[config.mk]
export PLATFORM = sky130hd
export DESIGN_NAME = fold_tap_line
export DESIGN_NICKNAME = d
export VERILOG_FILES = /design/src/rtl/fold_tap_line_pkg.sv /design/src/rtl/fold_tap_line_ctrl.sv /design/src/rtl/fold_tap_line_dp.sv /design/src/rtl/fold_tap_line.sv
export SDC_FILE = /design/constraint.sdc
export NUM_CORES = 1
export LEC_CHECK = 0
export ABC_AREA = 1
export CORE_MARGIN = 2
export CORE_UTILIZATION = 45
export DETAILED_ROUTE_END_ITERATION = 10
export DONT_BUFFER_PORTS = 1
export SLEW_MARGIN = 20
export SYNTH_ARGS = -nofsm -noshare
export SYNTH_HDL_FRONTEND = slang
export SYNTH_SLANG_ARGS = --single-unit
[constraint.sdc]
create_clock -name clk -period 3.5 [get_ports clk]
set_clock_uncertainty 0.2 [all_clocks]
set_input_delay 0.7 -clock clk [delete_from_list [all_inputs] [get_ports clk]]
set_output_delay 0.7 -clock clk [all_outputs]
set_load 0.01 [all_outputs]
[src/rtl/fold_tap_line_pkg.sv]
package fold_tap_line_pkg;
  // Strobes passed from the control module to the datapath
  typedef struct packed {
    logic clear;   // synchronous clear of all taps
    logic shiftA;  // advance chain A this edge
    logic shiftB;  // advance chain B this edge
    logic fold;    // route A tap 12 into B tap 11
  } tflStrobe_t;
endpackage

[src/rtl/fold_tap_line_ctrl.sv]
module fold_tap_line_ctrl
  import fold_tap_line_pkg::*;
(
  input  logic       clk,
  input  logic       rst,
  input  logic       cfgWr,
  input  logic       cfgFold,
  input  logic       enA,
  input  logic       enB,
  output tflStrobe_t strobe
);
  logic foldQ;

  always_ff @(posedge clk) begin
    if (rst)        foldQ <= 1'b0;
    else if (cfgWr) foldQ <= cfgFold;
  end

  always_comb begin
    strobe.clear  = rst;
    strobe.shiftA = enA & ~rst;
    strobe.shiftB = enB & ~rst;
    strobe.fold   = foldQ;
  end

  AST_CFG_HOLD: assert property (@(posedge clk) disable iff (rst)
    !cfgWr |=> $stable(foldQ));
  AST_CFG_LOAD: assert property (@(posedge clk) disable iff (rst)
    cfgWr |=> (foldQ == $past(cfgFold)));
  AST_CFG_RESET: assert property (@(posedge clk)
    rst |=> !foldQ);
endmodule

[src/rtl/fold_tap_line_dp.sv]
module fold_tap_line_dp
  import fold_tap_line_pkg::*;
#(
  parameter int TAPS  = 12,
  parameter int WIDTH = 10,
  localparam int BUSW = TAPS * WIDTH
)(
  input  logic             clk,
  input  logic             rst,
  input  tflStrobe_t       strobe,
  input  logic [WIDTH-1:0] dinA,
  input  logic [WIDTH-1:0] dinB,
  output logic [BUSW-1:0]  tapA,
  output logic [BUSW-1:0]  tapB
);
  logic [WIDTH-1:0] regA [TAPS];
  logic [WIDTH-1:0] regB [TAPS];

  for (genvar i = 0; i < TAPS; i++) begin : gTap
    // Chain A: tap 1 takes the input, each later tap takes its lower neighbour
    if (i == 0) begin : gA1
      always_ff @(posedge clk) begin
        if (strobe.clear)       regA[i] <= '0;
        else if (strobe.shiftA) regA[i] <= dinA;
      end
    end else begin : gAk
      always_ff @(posedge clk) begin
        if (strobe.clear)       regA[i] <= '0;
        else if (strobe.shiftA) regA[i] <= regA[i-1];
      end
    end

    // Chain B: the last tap takes the input only in split mode
    if (i == TAPS-1) begin : gBLast
      always_ff @(posedge clk) begin
        if (strobe.clear)                       regB[i] <= '0;
        else if (strobe.shiftB && !strobe.fold) regB[i] <= dinB;
      end
    end else if (i == TAPS-2) begin : gBTurn
      // Turn-around point: in folded mode A's last tap bypasses B's last tap
      always_ff @(posedge clk) begin
        if (strobe.clear)       regB[i] <= '0;
        else if (strobe.shiftB) regB[i] <= strobe.fold ? regA[TAPS-1] : regB[i+1];
      end
    end else begin : gBk
      always_ff @(posedge clk) begin
        if (strobe.clear)       regB[i] <= '0;
        else if (strobe.shiftB) regB[i] <= regB[i+1];
      end
    end

    assign tapA[i*WIDTH +: WIDTH] = regA[i];
    assign tapB[i*WIDTH +: WIDTH] = regB[i];
  end

  AST_CLEAR_ZERO: assert property (@(posedge clk)
    rst |=> (tapA == '0 && tapB == '0));
  AST_A_ENTRY: assert property (@(posedge clk) disable iff (rst)
    strobe.shiftA |=> (tapA[WIDTH-1:0] == $past(dinA)));
  AST_B_ENTRY: assert property (@(posedge clk) disable iff (rst)
    (strobe.shiftB && !strobe.fold) |=> (tapB[BUSW-1 -: WIDTH] == $past(dinB)));
  AST_FOLD_LINK: assert property (@(posedge clk) disable iff (rst)
    (strobe.shiftB && strobe.fold) |=> (regB[TAPS-2] == $past(regA[TAPS-1])));
  AST_FOLD_B_IGNORED: assert property (@(posedge clk) disable iff (rst)
    strobe.fold |=> $stable(regB[TAPS-1]));
  AST_A_HOLD: assert property (@(posedge clk) disable iff (rst)
    !strobe.shiftA |=> $stable(tapA));
  AST_B_HOLD: assert property (@(posedge clk) disable iff (rst)
    !strobe.shiftB |=> $stable(tapB));
endmodule

[src/rtl/fold_tap_line.sv]
module fold_tap_line #(
  parameter int TAPS  = 12,
  parameter int WIDTH = 10,
  localparam int BUSW = TAPS * WIDTH
)(
  input  logic             clk,
  input  logic             rst,
  input  logic             cfgWr,
  input  logic             cfgFold,
  input  logic             enA,
  input  logic             enB,
  input  logic [WIDTH-1:0] dinA,
  input  logic [WIDTH-1:0] dinB,
  output logic [BUSW-1:0]  tapA,
  output logic [BUSW-1:0]  tapB,
  output logic [WIDTH-1:0] outA,
  output logic [WIDTH-1:0] outB
);
  fold_tap_line_pkg::tflStrobe_t strobe;

  fold_tap_line_ctrl uCtrl (
    .clk(clk), .rst(rst), .cfgWr(cfgWr), .cfgFold(cfgFold),
    .enA(enA), .enB(enB), .strobe(strobe)
  );

  fold_tap_line_dp #(.TAPS(TAPS), .WIDTH(WIDTH)) uDp (
    .clk(clk), .rst(rst), .strobe(strobe),
    .dinA(dinA), .dinB(dinB), .tapA(tapA), .tapB(tapB)
  );

  assign outA = tapA[BUSW-1 -: WIDTH];
  assign outB = tapB[WIDTH-1:0];
endmodule

==> metrics <==
status=complete, no violations; CP Max Fanout=12; H-Tree Depth=1; Worst Path Arrival=2.10 ns; HPWL after detailed placement=12800 um; Post-synth EDFFs=240; fin nets=806; met2 wire len=9330 um; first-pass GRT wire length=27000 um; chip height=150 um; GR Util All Layers=15.8%; R2R Setup Slk=1.37 ns; clk slew on worst S/H paths=0.06 ns; starting density of the core=45.8%; Top Layer Used=met4; max-cap violations=0; post-synthesis register bit count=241; worst setup margin=1.37 ns; RSZ-0062 raised after global routing=no; later-pin clock latency in the skew report=0.51 ns; DR DRC count=0; filler instances=1848; DR vias/cell=4.57; clock share of power=39.7%; Yosys top cell area share=74.9%; Max clock buf depth=3; Synth Warn #=0; DRT iter0 DRCs=237; crit path capture type=flip-flop; die area=22600 um^2; Hold WC Path Type=input pin to flip-flop; async set or reset register ratio after synthesis=0%; Critical Path Start Type=flip-flop; Seq/Total Area, Yosys=75.1%; DP Worst Slack=1.28 ns; layout overhead on the synthesized area=8.39%; hold_buf cts=0; largest area contributor in the netlist=edfxtp_1; Power, Total=0.00639 W; Final Max Tran Viols=0; Synth Cell Area=9620 um^2; global route overflow=0; FP Rows=53; predominant post-synthesis flop cell=edfxtp_1; worst path required time=3.47 ns; Post-CTS Resized=0; Peak supply drop=0.453 mV; Detailed Routing Iterations Pass 1=4; # diodes=0; clk sinks=241; top post-synthesis cells by area=edfxtp_1, inv_1, nor2_1; Sequential Power Share=56.8%; final hold vios=0; Die Width=150 um; dpl cells=1027; core area=21000 um^2; Final Setup Violations=0; commonest cells in the netlist=edfxtp_1, inv_1, nor2_1; CTS tree=done; clock root buffer=clkbuf_16; via count=4906; Switch Pwr=0.00147 W; post-synthesis instance total=791; Lkg Pwr=4.19 nW; vias in the first global route=4763; post-CTS setup buffers=0; I/O pin cnt=286; largest net degree at the start of global routing=70; sw frac=23.1%; # port buffers=0; Hold Slack=0.128 ns; kind of critical path=flip-flop to flip-flop; P_int=0.00492 W; Slew @ Worst Pin=0.711 ns; post-route insts no fill=1074; setup TNS=0 ns; share of cells above drive strength 1=7.26%; Mapped Nets=817; Antenna Nets Post-Route=0; fmax=471 MHz; Routed WL=18700 um; fin crit share=60.7%; syn_area_per_cell=12.2 um^2; post-synth cell types=16; combinational power share=3.5%; most frequent cell after synthesis=edfxtp_1; metal3 WL=2850 um; Tmin final=2.13 ns; DR WL/cell=17.4 um; CTS Buf Count=26; antenna violations before repair=0; normalized max-slew margin=52.6%; Pwr Density=613 nW/um^2; Metal-1 WL=6050 um; GP Congestion=0.801
## layout by cell type, fill, tap and decap left out
master | synthesis | routed
edfxtp_1 | 240 | 240
or2_4 | 0 | 2
dfxtp_1 | 1 | 1
nor2_1 | 222 | 222
clkinv_1 | 0 | 7
a21oi_1 | 10 | 10
o21ai_0 | 1 | 1
clkinvlp_4 | 0 | 2
inv_1 | 232 | 232
nand2_1 | 22 | 21
nand3_1 | 1 | 1
clkinv_2 | 0 | 4
buf_12 | 0 | 4
buf_4 | 20 | 5
clkbuf_16 | 0 | 27
clkbuf_1 | 0 | 6
nand2_4 | 0 | 2
bufinv_16 | 0 | 1
inv_2 | 1 | 1
nor2_2 | 10 | 10
## path summary, 6_finish.rpt
check	startpoint	end	cells past startpoint
setup / recovery	uCtrl.foldQ	uDp.regB[2][31]	3
hold / removal	cfgFold	uCtrl.foldQ	2
setup reg to reg	uCtrl.foldQ	uDp.regB[2][31]	3
hold reg to reg	uDp.regB[2][5]	uDp.regB[1][35]	2
## per-stage QoR
step / instance area (um^2) / util, %
final: 10400 / 49.6
after global routing: 10400 / 49.6
after CTS: 10400 / 49.6
after detailed placement: 9640 / 45.8
after global placement: 9640 / 45.8
after floorplan: 9620 / -
## kinds of logic after synthesis
group | count (synthesis) | share of synthesized area [%]
AO/OA/AOI/OAI | 11 | 0.572
buffers and inverters | 281 | 13.9
flip-flops | 241 | 75.1
AND/OR/NAND/NOR | 258 | 10.4
## metal layers
| layer | GRT usage, % | vias to the layer above |
|---|---|---|
| met4 | 5.90 | 0 |
| met3 | 9.64 | 37 |
| met1 | 15.0 | 2296 |
| met2 | 27.9 | 216 |
| met5 | 0 | - |
| li1 | - | 2357 |
## registers in the layout, indices dropped and copies added (netlist names)
register / cells
uCtrl.foldQ: 1
uDp.regA: 120
uDp.regB: 120
## power by group through the flow
stage | Clock (W) | Sequential, W | Combinational, W
floorplan | 0 | 0.00361 | 0.000227
global placement | 0 | 0.00369 | 0.000222
detailed placement | 0 | 0.00370 | 0.000228
CTS | 0.00260 | 0.00364 | 0.000229
global route | 0.00270 | 0.00366 | 0.000262
finish | 0.00254 | 0.00363 | 0.000223
## critical path, stage by stage, from the launching register on
cell     delay [ns]
dfxtp_1        0.58
inv_1          0.27
nand3_1        0.36
nand2_1        0.37
## area by class of cell
| class | instances | area [um^2] | area share (%) |
|---|---|---|---|
| Multi-Input combinational cell | 269 | 1070 | 10.3 |
| Clock buffer | 33 | 698 | 6.70 |
| Inverter | 233 | 875 | 8.39 |
| Tap cell | 275 | 344 | 3.30 |
| Clock inverter | 14 | 91.3 | 0.876 |
| Timing Repair Buffer | 9 | 118 | 1.13 |
| Sequential cell | 241 | 7230 | 69.3 |
Power figures use the tool's default switching activity.
